===== config.mk =====
export PLATFORM = sky130hd
export DESIGN_NAME = page_walker
export DESIGN_NICKNAME = d
export VERILOG_FILES = /design/src/rtl/walk_pkg.sv /design/src/rtl/walk_entry_addr.sv /design/src/rtl/walk_entry_check.sv /design/src/rtl/page_walker.sv
export SDC_FILE = /design/constraint.sdc
export NUM_CORES = 1
export LEC_CHECK = 0
export ABC_CLOCK_PERIOD_IN_PS = 1500
export BUFFER_PORTS_ARGS = -buffer_cell sky130_fd_sc_hd__clkbuf_2
export CAP_MARGIN = 30
export CELL_PAD_IN_SITES_DETAIL_PLACEMENT = 1
export CELL_PAD_IN_SITES_GLOBAL_PLACEMENT = 1
export CORE_ASPECT_RATIO = 1.75
export CORE_MARGIN = 2
export CORE_UTILIZATION = 35
export CTS_BUF_LIST = sky130_fd_sc_hd__clkbuf_2
export DETAILED_ROUTE_END_ITERATION = 8
export GPL_ROUTABILITY_DRIVEN = 0
export GPL_TIMING_DRIVEN = 0
export PLACE_DENSITY = 0.88
export RECOVER_POWER = 25
export SETUP_SLACK_MARGIN = 0.4
export SKIP_LAST_GASP = 1
export SLEW_MARGIN = 40
export SYNTH_ARGS = -nofsm -noshare
export SYNTH_HDL_FRONTEND = slang
export SYNTH_HIERARCHICAL = 1
export SYNTH_SLANG_ARGS = --single-unit

===== constraint.sdc =====
create_clock -name clk -period 1.5 [get_ports clk]
set_input_delay 0.075 -clock clk [delete_from_list [all_inputs] [get_ports clk]]
set_output_delay 0.075 -clock clk [all_outputs]
set_load 0.03 [all_outputs]

===== src/rtl/walk_pkg.sv =====
package walk_pkg;

    typedef enum logic [1:0] {
        FLT_NONE   = 2'd0,
        FLT_ABSENT = 2'd1,
        FLT_RIGHTS = 2'd2
    } fault_e;

    typedef enum logic [1:0] {
        ST_IDLE = 2'd0,
        ST_DIR  = 2'd1,
        ST_TBL  = 2'd2,
        ST_DONE = 2'd3
    } walk_st_e;

    localparam int BIT_PRESENT = 0;
    localparam int BIT_WRITE   = 1;
    localparam int BIT_USER    = 2;

endpackage


===== src/rtl/walk_entry_addr.sv =====
module walk_entry_addr #(
    parameter int FRAME_W = 20,
    parameter int OFF_W   = 12,
    parameter int IDX_W   = 10
) (
    input  logic [FRAME_W-1:0]       frame,
    input  logic [IDX_W-1:0]         idx,
    output logic [FRAME_W+OFF_W-1:0] addr
);
    localparam int PAD_W = OFF_W - IDX_W - 2;

    // A table fits in one frame, so the scaled index is placed under the frame number.
    generate
        if (PAD_W > 0) begin : g_pad
            assign addr = {frame, {PAD_W{1'b0}}, idx, 2'b00};
        end else begin : g_nopad
            assign addr = {frame, idx, 2'b00};
        end
    endgenerate

endmodule


===== src/rtl/walk_entry_check.sv =====
module walk_entry_check
    import walk_pkg::*;
#(
    parameter int ENT_W = 32
) (
    input  logic [ENT_W-1:0] entry,
    input  logic             is_write,
    input  logic             is_user,
    output fault_e           fault
);
    always_comb begin
        if (!entry[BIT_PRESENT]) begin
            fault = FLT_ABSENT;
        end else if (is_write && !entry[BIT_WRITE]) begin
            fault = FLT_RIGHTS;
        end else if (is_user && !entry[BIT_USER]) begin
            fault = FLT_RIGHTS;
        end else begin
            fault = FLT_NONE;
        end
    end

endmodule


===== src/rtl/page_walker.sv =====
module page_walker
    import walk_pkg::*;
#(
    parameter int VA_W  = 32,
    parameter int OFF_W = 12,
    parameter int IDX_W = 10
) (
    input  logic                    clk,
    input  logic                    rst_n,
    input  logic [VA_W-OFF_W-1:0]   root_frame,
    input  logic                    req_valid,
    output logic                    req_ready,
    input  logic [VA_W-1:0]         req_vaddr,
    input  logic                    req_write,
    input  logic                    req_user,
    output logic                    mem_req,
    output logic [VA_W-1:0]         mem_addr,
    input  logic                    mem_ack,
    input  logic [VA_W-1:0]         mem_rdata,
    output logic                    done,
    output logic [1:0]              resp_fault,
    output logic [VA_W-1:0]         resp_paddr
);
    localparam int FRAME_W = VA_W - OFF_W;
    localparam int DIR_LO  = OFF_W + IDX_W;
    localparam int TBL_LO  = OFF_W;

    walk_st_e state, state_nx;

    logic [VA_W-1:0]    va_q;
    logic               wr_q;
    logic               usr_q;
    logic [FRAME_W-1:0] root_q;
    logic [FRAME_W-1:0] tbl_frame_q;
    fault_e             fault_q;
    logic [VA_W-1:0]    pa_q;

    logic [FRAME_W-1:0] cur_frame;
    logic [IDX_W-1:0]   cur_idx;
    fault_e             ent_fault;
    logic               accept;

    assign accept    = (state == ST_IDLE) && req_valid;
    assign cur_frame = (state == ST_DIR) ? root_q : tbl_frame_q;
    assign cur_idx   = (state == ST_DIR) ? va_q[DIR_LO +: IDX_W] : va_q[TBL_LO +: IDX_W];

    walk_entry_addr #(
        .FRAME_W (FRAME_W),
        .OFF_W   (OFF_W),
        .IDX_W   (IDX_W)
    ) u_addr (
        .frame (cur_frame),
        .idx   (cur_idx),
        .addr  (mem_addr)
    );

    walk_entry_check #(
        .ENT_W (VA_W)
    ) u_check (
        .entry    (mem_rdata),
        .is_write (wr_q),
        .is_user  (usr_q),
        .fault    (ent_fault)
    );

    // next-state logic
    always_comb begin
        state_nx = state;
        unique case (state)
            ST_IDLE: if (req_valid) state_nx = ST_DIR;
            ST_DIR:  if (mem_ack)   state_nx = (ent_fault == FLT_NONE) ? ST_TBL : ST_DONE;
            ST_TBL:  if (mem_ack)   state_nx = ST_DONE;
            ST_DONE:                state_nx = ST_IDLE;
            default:                state_nx = ST_IDLE;
        endcase
    end

    // state register
    always_ff @(posedge clk) begin
        if (!rst_n) state <= ST_IDLE;
        else        state <= state_nx;
    end

    // captured request and result registers
    always_ff @(posedge clk) begin
        if (!rst_n) begin
            va_q        <= '0;
            wr_q        <= 1'b0;
            usr_q       <= 1'b0;
            root_q      <= '0;
            tbl_frame_q <= '0;
            fault_q     <= FLT_NONE;
            pa_q        <= '0;
        end else begin
            if (accept) begin
                va_q    <= req_vaddr;
                wr_q    <= req_write;
                usr_q   <= req_user;
                root_q  <= root_frame;
                fault_q <= FLT_NONE;
                pa_q    <= '0;
            end
            if (state == ST_DIR && mem_ack) begin
                tbl_frame_q <= mem_rdata[VA_W-1:OFF_W];
                fault_q     <= ent_fault;
            end
            if (state == ST_TBL && mem_ack) begin
                fault_q <= ent_fault;
                pa_q    <= (ent_fault == FLT_NONE) ?
                           {mem_rdata[VA_W-1:OFF_W], va_q[OFF_W-1:0]} : '0;
            end
        end
    end

    // outputs
    always_comb begin
        req_ready  = (state == ST_IDLE);
        mem_req    = (state == ST_DIR) || (state == ST_TBL);
        done       = (state == ST_DONE);
        resp_fault = fault_q;
        resp_paddr = pa_q;
    end


    done_single_pulse_chk: assert property (@(posedge clk) disable iff (!rst_n)
        done |=> !done);


    ready_not_busy_chk: assert property (@(posedge clk) disable iff (!rst_n)
        req_ready |-> (!mem_req && !done));


    addr_hold_chk: assert property (@(posedge clk) disable iff (!rst_n)
        (mem_req && !mem_ack) |=> (mem_req && $stable(mem_addr)));


    addr_aligned_chk: assert property (@(posedge clk) disable iff (!rst_n)
        mem_req |-> (mem_addr[1:0] == 2'b00));


    absent_dir_stops_chk: assert property (@(posedge clk) disable iff (!rst_n)
        (state == ST_DIR && mem_ack && !mem_rdata[BIT_PRESENT]) |=> (done && !mem_req));


    offset_passthru_chk: assert property (@(posedge clk) disable iff (!rst_n)
        (done && resp_fault == FLT_NONE) |-> (resp_paddr[OFF_W-1:0] == va_q[OFF_W-1:0]));


    fault_zero_pa_chk: assert property (@(posedge clk) disable iff (!rst_n)
        (done && resp_fault != FLT_NONE) |-> (resp_paddr == '0));

endmodule


==> results.toml, run 1 <==
[synth]
synth_simple_gate_area_frac = 0.1723
yosysSeqAreaShare = 0.4581
avgSynthCellArea_sq_um = 9.053
netlist_area_sq_um = 4807
synth_seq_cells = 110
synth_top_family_by_area = "compound AO/OA/AOI/OAI gates"
synth_cell_type_count = 29
synth_warnings = 6
synthMuxAreaShare = 0.07028
synth_compound_area_frac = 0.1773
synthAdderAreaFrac = 0.01301
synth_cells = 531
synth_xor_xnor_area_share = 0

[route]
drt_wl_total_um = 23570
ant_nets = 0
first_pass_iters = 4
dr_total_vias = 5228
drt-initial-drc-count = 183
drcViolationCount = 0
drt-vias-per-instance = 5.192
wire_per_inst_um = 23.40

[global_routing]
grt_pass1_wl_um = 30400
grtUsageTotal = 0.2672
grt-ovfl-total = 0
antenna_found_initial = 5
first_global_vias = 5628
grt_max_degree = 18

[critical_path]
rr_worst_depth = 8
cp.required_ns = 1.42
worstPathMaxFanout = 5
r2r-end = "state[0]"
crit_type = "flop to output pin"
crit_path_top_delay_cell = "dfxtp_4"
setup.worst_path.end_class = "output pin"
path_cells = "inv_6 -> ha_4 -> buf_12 -> buf_16 -> mux2_4 -> buf_6 -> buf_8"
reg2reg_from = "state[1]"
start_kind = "flop"
r2r_slack_ns = -0.33
slowest_delay_ns = 0.45
critPathArrivalTime_ns = 2.15

[power_and_ir_drop]
power.leakage_nw = 3.526
p_per_area_nw_per_um2 = 1603
ir_drop_v = 0.001165
swShare = 0.4009
power_switching_mw = 5.505
pwr-share-comb = 0.637
p_int_mw = 8.226
p_clk_frac = 0.094
seqPwrFrac = 0.269
total_power_mw = 13.73

[clock_tree]
clkTransAtPathRegs_ns = 0.30
htree_num_levels = 3
cts_max_path_buffers = 2
cts_tree = "built"
clk_latency_ns = 0.66
cts-root-buf = "clkbuf_2"
clock-sinks = 110
cts-buffers-inserted = 9

[timing]
slew_headroom = 0.3857
period_share = 1.483
min_period_ns = 2.224
fin_skew_ns = 0.02928
rsz0062_at_grt = "true"
whs_ns = -0.1027
tns_ns = -37.90
hold_violations = 1
setup_ws_ns = -0.7242
max_freq_mhz = 449.6
final-setup-viol-count = 124
slew_violations = 0
worst_pin_slew_ns = 0.9214

[layout]
final_nets = 918
final_cells = 1007
drive_gt1_frac = 0.5568
final_cell_mix = "116 x clkbuf_2, 113 x nand2_1, 108 x dfxtp_1"
postLayoutCoreUtil = 0.6401
fillers = 1443
final_design_area_no_fill_sq_um = 8567
area_delta_synth_final_pct = 78.21
mostFrequentLayoutCell = "clkbuf_2"

[die]
die_h_um = 159.0
initial_utilization = 0.3592
dieArea_sq_um = 14730
die_x_um = 92.59
num_io_pins = 159
fp-row-count = 56
fp.coreArea_sq_um = 13380

[hold_path]
hold_end = "resp_fault[1]"
min_from = "mem_rdata[2]"
hold_depth = 5
hp-class = "primary input to flop"

[place]
portBuffers = 147
postPlaceCellArea_sq_um = 5866
place_inst = 853
dp_hpwl_um = 11070
place_ws_ns = -0.1348

[run_status]
status = "complete, but fails checks"
violations = "hold timing, setup timing"

[run]
drv_cap = 0
-- flip-flops by register name (all words and copies together) (netlist names) --
signal,flops
tbl_frame_q,20
resp_fault,2
usr_q,1
root_q,20
va_q,32
wr_q,1
resp_paddr,32
state,2
-- cell type report --
type / instances / area, sq um / area share
flip-flops and latches: 110 / 2210 / 0.2579
plain buffers: 70 / 792.0 / 0.09245
clock buffers: 10 / 50.05 / 0.005842
multi-input cells: 348 / 2529 / 0.2952
inverters: 4 / 25.02 / 0.002921
well taps: 174 / 217.7 / 0.02541
repair buffers: 280 / 2693 / 0.3143
clock inverters: 6 / 38.79 / 0.004528
diodes: 5 / 12.51 / 0.001460
-- metal layers --
metal / wire (um) / vias up / global-route usage
li1: - / 2333 / -
met1: 8222 / 2542 / 0.2731
met5: 0 / - / 0
met4: 1717 / 0 / 0.1621
met3: 781 / 108 / 0.03360
met2: 12850 / 245 / 0.5013
-- what timing repair did --
item / 4_1_cts / 5_1_grt
hold buffers: 78 / 1
hold endpoints to repair: 98 / 2
setup buffers: 23 / 14
gates resized for setup: 156 / 149
pin swaps: 39 / 30
cloned: 12 / 5
setup endpoints to repair: 177 / 177
-- power by group through the flow --
stage               Combinational (mW)  Clock, mW  Sequential, mW
CTS                               7.18       1.25            3.62
finish                            8.75       1.30            3.69
global route                      9.05       1.41            3.72
floorplan                         3.28          0            3.64
detailed placement                4.41          0            3.66
global placement                  4.26          0            3.62
-- worst max-delay path, delay by kind of cell, from the launching register on --
| family | cells | cell delay, ns |
|---|---|---|
| buf+inv | 5 | 0.56 |
| mux | 1 | 0.32 |
| flops | 1 | 0.45 |
| fa+ha+maj | 1 | 0.18 |
-- cells by family (layout without fill, tap and decap cells) --
group,after synthesis,after routing
and+or+nand+nor,192,192
other,1,7
buffers and inverters,74,370
adders and majority gates,5,5
muxes,30,30
DFF,110,110
AOI/OAI and AO/OA,119,119
-- cell usage after synthesis --
| library cell | count | area share |
|---|---|---|
| and4bb_1 | 1 | 0.0026 |
| a22oi_1 | 2 | 0.0031 |
| mux2_2 | 30 | 0.070 |
| clkbuf_8 | 3 | 0.0086 |
| nand3_1 | 3 | 0.0031 |
| and4b_1 | 1 | 0.0021 |
| nor2_1 | 2 | 0.0016 |
| a21o_1 | 1 | 0.0016 |
| a22oi_2 | 31 | 0.081 |
| nand2b_1 | 3 | 0.0039 |
| dfxtp_1 | 110 | 0.46 |
| ha_1 | 5 | 0.013 |
| clkbuf_1 | 14 | 0.011 |
| o211ai_1 | 3 | 0.0047 |
| a21oi_2 | 1 | 0.0018 |
| buf_4 | 38 | 0.059 |
| buf_6 | 1 | 0.0023 |
| conb_1 | 1 | 0.00078 |
| o21bai_1 | 1 | 0.0016 |
| and2_1 | 1 | 0.0013 |
| buf_12 | 3 | 0.012 |
| buf_2 | 11 | 0.011 |
| o21ai_0 | 2 | 0.0021 |
| a21oi_1 | 77 | 0.080 |
| nand2_1 | 150 | 0.12 |
| inv_1 | 4 | 0.0031 |
| a211oi_1 | 1 | 0.0016 |
| and2_2 | 1 | 0.0016 |
| nor2_2 | 30 | 0.039 |
-- worst max-delay path by stage --
stage,cells past startpoint,startpoint,endpoint,slack [ns]
2_1_floorplan,7,state[0],resp_paddr[10],0.15
3_3_place_gp,6,state[1],mem_addr[13],-0.09
3_5_place_dp,6,state[1],mem_addr[9],-0.13
4_1_cts,7,state[1],mem_addr[13],-0.67
5_1_grt,7,state[1],mem_addr[26],-0.77
6_report,7,state[1],mem_addr[11],-0.72
No activity file was read; power rests on OpenSTA's default activity.
==> run 2: changes to the inputs <==
--- a/config.mk
+++ b/config.mk
@@ -19,7 +19,7 @@
 export GPL_TIMING_DRIVEN = 0
 export PLACE_DENSITY = 0.88
 export RECOVER_POWER = 25
-export SETUP_SLACK_MARGIN = 0.4
+export SETUP_SLACK_MARGIN = 0.1
 export SKIP_LAST_GASP = 1
 export SLEW_MARGIN = 40
 export SYNTH_ARGS = -nofsm -noshare
==> run 2 against run 1 <==
The flow still finishes with violations (hold timing, setup timing). Sequential share of layout area is 0.13 points higher. Clock skew grew 0.034 ns. Non-clock buffer count stayed put.
==> results.toml, run 2 (synthesis gave the netlist of run 1 again) <==
[clock_tree]
htree_num_levels = 3
cts-buffers-inserted = 9
clkTransAtPathRegs_ns = 0.31
clock-sinks = 110
clk_latency_ns = 0.71
ctsHoldBuffers = 78
cts-root-buf = "clkbuf_2"
cts_tree = "built"
cts_max_path_buffers = 2

[layout]
area_delta_synth_final_pct = 79.83
final_nets = 918
seq_area_sq_um = 2241
final_cell_mix = "114 x clkbuf_2, 87 x dfxtp_1, 78 x dlygate4sd3_1"
mostFrequentLayoutCell = "clkbuf_2"
drive_gt1_frac = 0.6558
multiInputGateArea_sq_um = 2970
fillers = 1455
postLayoutCoreUtil = 0.6459

[critical_path]
r2r-end = "tbl_frame_q[16]"
setup.worst_path.end_class = "output pin"
crit_type = "flop to output pin"
reg2reg_from = "state[0]"
crit_path_end = "mem_addr[17]"
worstPathMaxFanout = 10
start_kind = "flop"
critPathArrivalTime_ns = 2.21
r2r_slack_ns = -0.58
rr_worst_depth = 9
critPathLaunch = "state[1]"
cp.required_ns = 1.42

[global_routing]
grtUsageTotal = 0.2766
grt-ovfl-total = 0
first_global_vias = 5731
grt_max_degree = 20
grt_pass1_wl_um = 31010
antenna_found_initial = 3

[timing]
worst_pin_slew_ns = 0.8997
rsz0062_at_grt = "true"
final-setup-viol-count = 143
slew_headroom = 0.4002
tns_ns = -66.65
min_period_ns = 2.287
whs_ns = -0.02049
setup_ws_ns = -0.7870
fin_skew_ns = 0.06327
slew_violations = 0
max_freq_mhz = 437.2
period_share = 1.525
hold_violations = 1

[hold_path]
hp-class = "primary input to flop"
min_from = "mem_rdata[2]"

[die]
dieArea_sq_um = 14730
initial_utilization = 0.3592
num_io_pins = 159
fp.coreArea_sq_um = 13380
die_h_um = 159.0
die_x_um = 92.59
fp-row-count = 56

[power_and_ir_drop]
ir_drop_v = 0.001150
power.leakage_nw = 3.803
p_per_area_nw_per_um2 = 1571

[route]
first_pass_iters = 4
drcViolationCount = 0
ant_nets = 0
drt-initial-drc-count = 183
dr_total_vias = 5317
drt_wl_total_um = 24750
drt-vias-per-instance = 5.291
wire_per_inst_um = 24.63

[place]
portBuffers = 147
dp_hpwl_um = 11250

[run_status]
status = "complete, but fails checks"
violations = "hold timing, setup timing"

[run]
drv_cap = 0
-- run 2: metal layers --
metal,up-vias,track usage,part of all wire
li1,2322,-,-
met3,141,0.04401,0.048
met1,2602,0.2631,0.34
met2,252,0.5166,0.52
met4,0,0.2042,0.084
met5,-,0,0
-- run 2: report_power, final --
part	switching (mW)	total (mW)	internal, mW
clock	1.16	1.41	0.247
sequential	0.346	3.70	3.36
combinational	4.39	8.47	4.07
total	5.90	13.6	7.68
-- run 2: final cells by class --
| cell class | count | area share |
|---|---|---|
| diodes | 3 | 0.0008684 |
| plain buffers | 69 | 0.08149 |
| clock buffers | 9 | 0.005211 |
| clock inverters | 7 | 0.006803 |
| inverters | 4 | 0.002895 |
| multi-input cells | 348 | 0.3436 |
| flip-flops and latches | 110 | 0.2592 |
| well taps | 174 | 0.02518 |
| repair buffers | 281 | 0.2747 |
-- run 2: worst min-delay path by stage --
stage	endpoint	slack, ns	cells past startpoint
2_1_floorplan	root_q[0]	0.21	2
3_3_place_gp	va_q[11]	0.30	3
3_5_place_dp	va_q[7]	0.31	3
4_1_cts	resp_fault[1]	-0.11	5
5_1_grt	resp_fault[1]	-0.03	5
6_report	resp_fault[1]	-0.02	5
-- run 2: stage by stage --
step | power [mW] | cell area [sq um] | hold WS, ns | cells | setup WS (ns)
2_1_floorplan | 6.719 | 4837 | 0.2110 | 532 | 0.09483
3_3_place_gp | 7.662 | 5791 | 0.3009 | 853 | -0.2238
6_report | 13.58 | 8645 | -0.02049 | 1005 | -0.7870
3_5_place_dp | 7.857 | 5791 | 0.3095 | 853 | -0.2735
4_1_cts | 11.35 | 7629 | -0.1105 | 976 | -0.6971
5_1_grt | 13.97 | 8645 | -0.02867 | 1005 | -0.8012
-- run 2: critical path, stage by stage (launching register included) --
cell and delay, ns:
dfxtp_4 0.43, inv_4 0.09, ha_4 0.21, buf_12 0.16, mux2_2 0.37, buf_4 0.14
buf_2 0.17
-- run 2: repair_timing --
action	4_1_cts	5_1_grt
pin swaps	48	118
gates cloned	9	8
gates resized for setup	157	248
setup endpoints to repair	139	174
endpoints found under the hold margin	99	1
setup buffers	21	24
